==> config.mk <==
export PLATFORM = sky130hd
export DESIGN_NAME = zol_seq
export DESIGN_NICKNAME = d
export VERILOG_FILES = /design/src/rtl/zol_pkg.sv /design/src/rtl/zol_ctx.sv /design/src/rtl/zol_pick.sv /design/src/rtl/zol_seq.sv
export SDC_FILE = /design/constraint.sdc
export NUM_CORES = 1
export LEC_CHECK = 0
export ABC_AREA = 1
export BUFFER_PORTS_ARGS = -buffer_cell sky130_fd_sc_hd__buf_2
export CAP_MARGIN = 20
export CORE_ASPECT_RATIO = 1.2
export CORE_MARGIN = 2
export CORE_UTILIZATION = 59
export CTS_BUF_LIST = sky130_fd_sc_hd__clkbuf_16
export DETAILED_ROUTE_END_ITERATION = 8
export GPL_ROUTABILITY_DRIVEN = 0
export HOLD_SLACK_MARGIN = 0.03
export MAX_ROUTING_LAYER = met4
export PLACE_DENSITY_LB_ADDON = 0.12
export RECOVER_POWER = 50
export SETUP_SLACK_MARGIN = 0.3
export SLEW_MARGIN = 20
export SYNTH_ARGS = -nofsm -noshare
export SYNTH_HDL_FRONTEND = slang
export SYNTH_HIERARCHICAL = 1
export SYNTH_SLANG_ARGS = --single-unit
export TNS_END_PERCENT = 30
==> constraint.sdc <==
create_clock -name clk -period 11.2 [get_ports clk]
set_input_delay 2.8 -clock clk [delete_from_list [all_inputs] [get_ports clk]]
set_output_delay 2.8 -clock clk [all_outputs]
set_load 0.02 [all_outputs]
==> src/rtl/zol_pkg.sv <==
package zol_pkg;
  typedef enum logic [2:0] {
    ZOL_NONE  = 3'd0,
    ZOL_FIRST = 3'd1,
    ZOL_LAST  = 3'd2,
    ZOL_COUNT = 3'd3,
    ZOL_ALL   = 3'd4
  } zol_op_e;

  localparam int unsigned INSN_BYTES = 4;
endpackage

==> src/rtl/zol_ctx.sv <==
module zol_ctx #(
  parameter int unsigned ADDR_W = 32,
  parameter int unsigned CNT_W  = 16
) (
  input  logic              clk,
  input  logic              rst_n,
  input  logic              wr_first,
  input  logic              wr_last,
  input  logic              wr_cnt,
  input  logic              dec_en,
  input  logic [ADDR_W-1:0] first_d,
  input  logic [ADDR_W-1:0] last_d,
  input  logic [CNT_W-1:0]  cnt_d,
  output logic [ADDR_W-1:0] first_q,
  output logic [ADDR_W-1:0] last_q,
  output logic [CNT_W-1:0]  cnt_q
);
  logic [CNT_W-1:0] cnt_n;
  logic             cnt_en;

  always_comb begin
    cnt_en = wr_cnt | dec_en;
    if (wr_cnt) cnt_n = cnt_d;
    else        cnt_n = cnt_q - CNT_W'(1);
  end

  always_ff @(posedge clk or negedge rst_n) begin
    if (!rst_n) begin
      first_q <= '0;
      last_q  <= '0;
      cnt_q   <= '0;
    end else begin
      if (wr_first) first_q <= first_d;
      if (wr_last)  last_q  <= last_d;
      if (cnt_en)   cnt_q   <= cnt_n;
    end
  end
endmodule

==> src/rtl/zol_pick.sv <==
module zol_pick #(
  parameter int unsigned NSETS  = 2,
  parameter int unsigned ADDR_W = 32,
  parameter int unsigned CNT_W  = 16
) (
  input  logic                          fetch_valid,
  input  logic [ADDR_W-1:0]             fetch_pc,
  input  logic [NSETS-1:0][ADDR_W-1:0]  first_a,
  input  logic [NSETS-1:0][ADDR_W-1:0]  last_a,
  input  logic [NSETS-1:0][CNT_W-1:0]   cnt_a,
  output logic [NSETS-1:0]              dec_o,
  output logic                          jump_o,
  output logic [ADDR_W-1:0]             target_o
);
  logic [NSETS-1:0] hit;

  always_comb begin
    for (int i = 0; i < NSETS; i++)
      hit[i] = fetch_valid && (fetch_pc == last_a[i]) && (cnt_a[i] != '0);
  end

  // lowest index wins: context 0 is the innermost loop
  always_comb begin
    logic taken;
    taken    = 1'b0;
    dec_o    = '0;
    jump_o   = 1'b0;
    target_o = '0;
    for (int i = 0; i < NSETS; i++) begin
      if (hit[i] && !taken) begin
        taken    = 1'b1;
        dec_o[i] = 1'b1;
        jump_o   = (cnt_a[i] > CNT_W'(1));
        target_o = first_a[i];
      end
    end
  end
endmodule

==> src/rtl/zol_seq.sv <==
module zol_seq #(
  parameter  int unsigned NSETS  = 2,
  parameter  int unsigned ADDR_W = 32,
  parameter  int unsigned CNT_W  = 16,
  localparam int unsigned SET_IW = (NSETS > 1) ? $clog2(NSETS) : 1
) (
  input  logic                    clk,
  input  logic                    rst_n,
  input  logic                    cmd_valid,
  input  logic [2:0]              cmd_op,
  input  logic [SET_IW-1:0]       cmd_set,
  input  logic [ADDR_W-1:0]       cmd_pc,
  input  logic [ADDR_W-1:0]       cmd_addr,
  input  logic [ADDR_W-1:0]       cmd_off,
  input  logic [CNT_W-1:0]        cmd_cnt,
  input  logic                    fetch_valid,
  input  logic [ADDR_W-1:0]       fetch_pc,
  output logic                    redirect_valid,
  output logic [ADDR_W-1:0]       redirect_pc,
  output logic [NSETS*ADDR_W-1:0] loop_start_o,
  output logic [NSETS*ADDR_W-1:0] loop_end_o,
  output logic [NSETS*CNT_W-1:0]  loop_cnt_o
);
  import zol_pkg::*;

  logic [1:0] rst_pipe;
  logic       rst_q_n;

  always_ff @(posedge clk or negedge rst_n) begin
    if (!rst_n) rst_pipe <= '0;
    else        rst_pipe <= {rst_pipe[0], 1'b1};
  end
  assign rst_q_n = rst_pipe[1];

  logic [NSETS-1:0][ADDR_W-1:0] first_a, last_a;
  logic [NSETS-1:0][CNT_W-1:0]  cnt_a;
  logic [NSETS-1:0]             dec;
  logic [ADDR_W-1:0]            fast_first, fast_last;
  logic                         op_first, op_last, op_cnt, op_all;

  always_comb begin
    op_all     = cmd_valid && (cmd_op == ZOL_ALL);
    op_first   = cmd_valid && (cmd_op == ZOL_FIRST);
    op_last    = cmd_valid && (cmd_op == ZOL_LAST);
    op_cnt     = cmd_valid && (cmd_op == ZOL_COUNT);
    fast_first = cmd_pc + ADDR_W'(INSN_BYTES);
    fast_last  = fast_first + cmd_off;
  end

  for (genvar g = 0; g < NSETS; g++) begin : g_ctx
    logic sel;
    logic [ADDR_W-1:0] first_d, last_d;
    assign sel     = (cmd_set == SET_IW'(g));
    assign first_d = op_all ? fast_first : cmd_addr;
    assign last_d  = op_all ? fast_last  : cmd_addr;

    zol_ctx #(.ADDR_W(ADDR_W), .CNT_W(CNT_W)) u_ctx (
      .clk      (clk),
      .rst_n    (rst_q_n),
      .wr_first (sel && (op_first || op_all)),
      .wr_last  (sel && (op_last  || op_all)),
      .wr_cnt   (sel && (op_cnt   || op_all)),
      .dec_en   (dec[g]),
      .first_d  (first_d),
      .last_d   (last_d),
      .cnt_d    (cmd_cnt),
      .first_q  (first_a[g]),
      .last_q   (last_a[g]),
      .cnt_q    (cnt_a[g])
    );
  end

  zol_pick #(.NSETS(NSETS), .ADDR_W(ADDR_W), .CNT_W(CNT_W)) u_pick (
    .fetch_valid (fetch_valid),
    .fetch_pc    (fetch_pc),
    .first_a     (first_a),
    .last_a      (last_a),
    .cnt_a       (cnt_a),
    .dec_o       (dec),
    .jump_o      (redirect_valid),
    .target_o    (redirect_pc)
  );

  assign loop_start_o = first_a;
  assign loop_end_o   = last_a;
  assign loop_cnt_o   = cnt_a;
endmodule

==> impl_metrics.ini, run 1 <==
[floorplanning]
start_util_pct = 60.1
io_pins = 345
fp.dieH_um = 167
num_rows = 59
design.core.area_sq_mm = 0.0216
die_w_um = 140
die-area_sq_mm = 0.0232

[sta]
max_freq_mhz = 127
final.period_utilization_pct = 70.3
finalSetupTns_ps = 0
hold_viol_final = 0
final_max_slew_viol_count = 136
clock_skew_ps = 12.9
slew_headroom_pct = -194
finalSetupViolations = 0
tightestPinTransition_ps = 4420
rsz0062_at_grt = no
layout_setup_ws_ps = 3320
min_period_ps = 7880

[finish]
finalNonFillerCells = 2467
nNetsFinal = 2363
drive_gt1_share_pct = 22.7
nFillCells = 1986
post-route-util_pct = 70.8
synthToLayoutAreaGrowth_pct = 17.8

[status]
failed_checks = max-capacitance violations, max-slew violations
outcome = complete, but fails checks

[synth]
synth-compound-area-share_pct = 6.99
synth_xor_xnor_area_share_pct = 2.85
syn_area_sq_mm = 0.0130
yosysTopAreaCell = dfrtp_1
ys_ff_latch = 162
synthArstFlopShare_pct = 100
synth_nets = 2034
yosys.area_share.adder_pct = 4.20
synth_top_family_by_area = simple AND/OR/NAND/NOR gates
yosysSeqAreaShare_pct = 31.2
post-synth-top-area-fraction_pct = 31.2
yosys_warnings = 6
synth.area.mux_share_pct = 11.1
ys_top_cells_by_area = dfrtp_1 (31%), nand2_1 (17%), mux2_2 (10%), inv_1 (7.4%), nand3_1 (4.8%)
avgSynthCellArea_sq_um = 7.07
syn_inst = 1839
dominantRegCellSynth = dfrtp_1
yosysUniqueCellTypes = 55
synth_edf_count = 0
synth-simple-area-share_pct = 33.1

[global_routing]
grt_max_degree = 81
grt_overflow = 0
grt_pass1_wl_um = 67000
grt_antenna_before_repair = 11
grt_pass1_vias = 13000
grtUsageTotal_pct = 37.5

[min_path]
worstHoldPathType = reg2reg

[flow_run]
maxCapViolations = 2

[power]
p_leak_nw = 8.30
p_per_area_mw_per_mm2 = 162
vdd_drop_max_uv = 121

[worst_setup_path]
cp_num_buf_inv = 3
crit_required_ps = 8400
crit_path_end_kind = output port
crit_arrival_ps = 5080
start_kind = primary input
path_cells = buf_2, xnor2_1, nand3_1, nor3_2, nand3_4, clkinv_2, nand2_1, nand2_1, buf_2
setup.worst_path.class = in2out
cp_max_fo = 39
cp_slowest_cell = clkinv_2
cp_top_family = simple AND/OR/NAND/NOR gates
critPathMaxStageDelay_ps = 630

[cts]
insertion_delay_ps = 430
h-tree-depth = 4
ctsHoldBuffers = 0
numCtsBuffers = 17
cts-root-buf = clkbuf_16
cts_max_path_buffers = 2
post-cts-setup-buffer-count = 0
cts_tree = built
cts.clk_slew.worst_paths_ps = 80
cts_resized = 0
clock-sinks = 162

[placement]
hpwl_um = 34000
portBuffers = 344
place_inst = 2423
place_ws_ps = 3430

[route]
wire_per_inst_um = 17.4
highest_layer = met4
wl_met2_um = 20300
drtIter0Drc = 1029
routed_via_density = 5.51
wirelength_um = 42900
wl_met1_um = 17000
first_pass_iters = 5
num_vias = 13600
ant_nets = 0
dr_wl_met3_um = 2880
drc_errors = 0
[Yosys cell counts (3+ instances only)]
master,n
xnor2_1,18
nor2_4,13
clkbuf_2,5
a22oi_1,18
mux2_1,8
nand2_2,17
nand3_2,4
inv_2,10
dfrtp_1,162
o21ai_1,7
and2_1,6
ha_1,42
nand3b_1,4
buf_2,9
nand2_1,602
o21ai_0,71
o211ai_1,4
a21o_1,3
nor4_1,5
xor2_1,15
nand4_1,21
inv_1,257
clkbuf_1,5
nor2_1,156
nand3_1,124
mux2_2,120
xor2_2,3
nand3_4,3
o21bai_1,8
nor2_2,13
buf_6,19
a21oi_1,38
nand2_4,4
buf_4,3
nor3_1,14
[per-layer routing]
layer / GRT usage, % / vias to the layer above
li1: - / 6511
met4: 22.3 / 0
met2: 60.0 / 624
met5: - / -
met3: 5.98 / 146
met1: 44.9 / 6311
[placed cells by master (no fill, tap or decap), types with 10 or more instances in the layout]
master	n
mux2_2	120
nand3_1	123
clkbuf_16	17
o21ai_0	71
nand2_1	602
a21oi_1	38
nand2_2	17
nor2_1	152
xor2_1	15
diode_2	12
xnor2_1	18
ha_1	42
buf_2	248
nor3_1	14
inv_1	257
nor2_4	13
dfrtp_1	162
clkbuf_1	98
nand4_1	21
nor2_2	17
inv_2	10
a22oi_1	18
[area by class of cell]
type / count / area (sq um) / area share (%)
clock inverter: 15 / 184 / 1.20
antenna: 12 / 30.0 / 0.196
clock buffer: 17 / 425 / 2.78
timing repair buffer: 354 / 1670 / 10.9
inverter: 270 / 1020 / 6.66
multi-input combinational: 1363 / 7590 / 49.6
tap: 274 / 343 / 2.24
sequential: 162 / 4050 / 26.5
[registers in the layout (all words and copies together) (netlist names)]
name                 count
rst_pipe                 2
g_ctx.u_ctx/cnt_q       32
g_ctx.u_ctx/last_q      64
g_ctx.u_ctx/first_q     64
[power breakdown]
part           switching (mW)  total, mW  internal, mW
registers               0.206      0.943         0.737
clock network           0.285      0.588         0.304
logic                   0.614      0.954         0.340
total                    1.10       2.49          1.38
[metrics by stage]
stage | power, mW | hold slack [ps] | instance area, sq um
floorplan | 1.53 | 331 | 13000
global route | 2.62 | 376 | 15300
CTS | 2.51 | 275 | 15400
finish | 2.49 | 367 | 15300
global placement | 1.88 | 275 | 14800
detailed placement | 1.91 | 272 | 14800
[worst paths after layout]
path | start | to | slack, ps | depth (start not counted)
min in group asynchronous | rst_pipe[1]$_DFF_PN0_ | g_ctx[0].u_ctx/cnt_q[0]$_DFFE_PN0P_ | 530 | 0
worst max register to register | rst_pipe[1]$_DFF_PN0_ | g_ctx[1].u_ctx/first_q[6]$_DFFE_PN0P_ | 5840 | 1
max in group asynchronous | rst_pipe[1]$_DFF_PN0_ | g_ctx[1].u_ctx/first_q[6]$_DFFE_PN0P_ | 5840 | 1
worst min-delay path | rst_pipe[0]$_DFF_PN0_ | rst_pipe[1]$_DFF_PN0_ | 370 | 0
worst min register to register | rst_pipe[0]$_DFF_PN0_ | rst_pipe[1]$_DFF_PN0_ | 370 | 0
worst max-delay path | fetch_pc[24] | redirect_pc[16] | 3320 | 9
[cells by family after synthesis]
family,count (synthesis)
other,1
DFF,162
and+or+nand+nor,995
xor gates and xnor gates,38
adders and majority gates,43
buffers and inverters,314
AOI/OAI and AO/OA,158
muxes,128
Note: power is estimated with default switching activity, not from simulation.
==> run 2: changes to the inputs <==
--- a/config.mk
+++ b/config.mk
@@ -10,7 +10,7 @@
 export CAP_MARGIN = 20
 export CORE_ASPECT_RATIO = 1.2
 export CORE_MARGIN = 2
-export CORE_UTILIZATION = 59
+export CORE_UTILIZATION = 49
 export CTS_BUF_LIST = sky130_fd_sc_hd__clkbuf_16
 export DETAILED_ROUTE_END_ITERATION = 8
 export GPL_ROUTABILITY_DRIVEN = 0
==> constraint.sdc (replaced) <==
create_clock -name clk -period 6.85 [get_ports clk]
set_input_delay 1.7125 -clock clk [delete_from_list [all_inputs] [get_ports clk]]
set_output_delay 1.7125 -clock clk [all_outputs]
set_load 0.02 [all_outputs]
==> impl_metrics.ini, run 2 (synthesis gave the netlist of run 1 again) <==
[status]
outcome = complete, but fails checks
failed_checks = max-capacitance violations, max-slew violations

[worst_setup_path]
crit_path_end_kind = output port
setup.worst_path.class = in2out
cp_slowest_cell = clkinv_2
path_cells = buf_2, nand2_1, nand2_1, inv_1, nand2_1, nor2_1, nand2_1, nor2_2, nand3_4, clkinv_2, nand2_1, nand2_1, buf_2
r2r_start = rst_pipe[1]$_DFF_PN0_
start_kind = primary input
critPathMaxStageDelay_ps = 600
cp_max_fo = 39
crit_required_ps = 5140
r2r_cells = 1
cpMostUsedCell = nand2_1
reg2reg_to = g_ctx[0].u_ctx/last_q[27]$_DFFE_PN0P_
cp_num_buf_inv = 4
cp_top_family = simple AND/OR/NAND/NOR gates
reg2reg_slack_ps = 1970
crit_arrival_ps = 3940

[min_path]
hp-start = rst_pipe[0]$_DFF_PN0_
worstHoldPathType = reg2reg
holdPathStages = 0
min_to = rst_pipe[1]$_DFF_PN0_

[power]
p_per_area_mw_per_mm2 = 265
p_leak_nw = 8.30
vdd_drop_max_uv = 150
power_mw = 4.08

[cts]
ctsHoldBuffers = 0
h-tree-depth = 4
cts_tree = built
numCtsBuffers = 17
cts.clk_slew.worst_paths_ps = 70
post-cts-setup-buffer-count = 0
cts_max_path_buffers = 2
cts-root-buf = clkbuf_16
clock-sinks = 162
insertion_delay_ps = 430
cts_resized = 0

[sta]
max_freq_mhz = 177
tightestPinTransition_ps = 3820
final_max_slew_viol_count = 132
finalSetupTns_ps = 0
hold_viol_final = 0
rsz0062_at_grt = no
min_period_ps = 5650
final.period_utilization_pct = 82.5
slew_headroom_pct = -155
clock_skew_ps = 11.8
finalSetupViolations = 0

[placement]
hpwl_um = 35000
portBuffers = 344

[finish]
drive_gt1_share_pct = 22.7
final_cell_mix = nand2_1 (602), inv_1 (257), buf_2 (248), dfrtp_1 (162), nor2_1 (152)
nFillCells = 2655
reg_top3 = g_ctx.u_ctx/first_q x64, g_ctx.u_ctx/last_q x64, g_ctx.u_ctx/cnt_q x32
synthToLayoutAreaGrowth_pct = 18.4
final_common_cell = nand2_1
nNetsFinal = 2363

[floorplanning]
fp.dieH_um = 182
start_util_pct = 49.6
die_w_um = 153
io_pins = 345
num_rows = 65
die-area_sq_mm = 0.0279
design.core.area_sq_mm = 0.0262

[route]
routed_via_density = 5.24
drc_errors = 0
num_vias = 13200
ant_nets = 0
first_pass_iters = 5
wirelength_um = 43400
drtIter0Drc = 846
wire_per_inst_um = 17.2

[global_routing]
grtUsageTotal_pct = 31.8
grt_pass1_wl_um = 67600
grt_pass1_vias = 12600
grt_max_degree = 73
grt_overflow = 0
grt_antenna_before_repair = 11

[flow_run]
maxCapViolations = 2
run 2: power by group:
group	internal, mW	leakage [nW]	total (mW)	switching (mW)
Sequential	1.21	1.97	1.53	0.326
Clock	0.556	0.292	0.995	0.439
Combinational	0.555	6.04	1.55	0.993
Total	2.32	8.30	4.08	1.76
run 2: final cells by class:
cell class / count / area [sq um] / area share, %
Clock inverter: 15 / 188 / 1.22
Clock buffer: 17 / 425 / 2.76
Inverter: 270 / 1020 / 6.62
Antenna cell: 10 / 25.0 / 0.163
Sequential cell: 162 / 4050 / 26.3
Tap cell: 335 / 419 / 2.72
Multi-Input combinational cell: 1363 / 7590 / 49.3
Timing Repair Buffer: 354 / 1670 / 10.8
run 2: through the flow:
step                      instances  utilization, %  instance area, sq um  hold slack (ps)  setup WS (ps)
after floorplan                1839               -                 13000              331           2000
after global placement         2484            56.8                 14900              295           1270
after detailed placement       2484            56.8                 14900              295           1250
after CTS                      2516            59.2                 15500              295           1200
after global routing           2526            58.8                 15400              364            962
final                          2526            58.8                 15400              362           1200
run 2: worst max path at each step:
stage                                          end  depth (start not counted)             startpoint  slack (ps)
2_1_floorplan  g_ctx[0].u_ctx/cnt_q[0]$_DFFE_PN0P_                          0  rst_pipe[1]$_DFF_PN0_        2000
3_3_place_gp                       redirect_pc[21]                         11            fetch_pc[2]        1270
3_5_place_dp                        redirect_pc[6]                         14           fetch_pc[16]        1250
4_1_cts                             redirect_pc[6]                         13           fetch_pc[10]        1200
5_1_grt                             redirect_pc[4]                         13           fetch_pc[10]         960
6_report                            redirect_pc[2]                         13           fetch_pc[10]        1200
run 2: layer usage:
layer	wire length, um	vias to the layer above	global-route usage, %
li1	-	6502	-
met1	17800	6113	39.3
met2	20800	536	52.2
met3	2740	95	4.44
met4	2020	0	14.5
met5	0	-	-
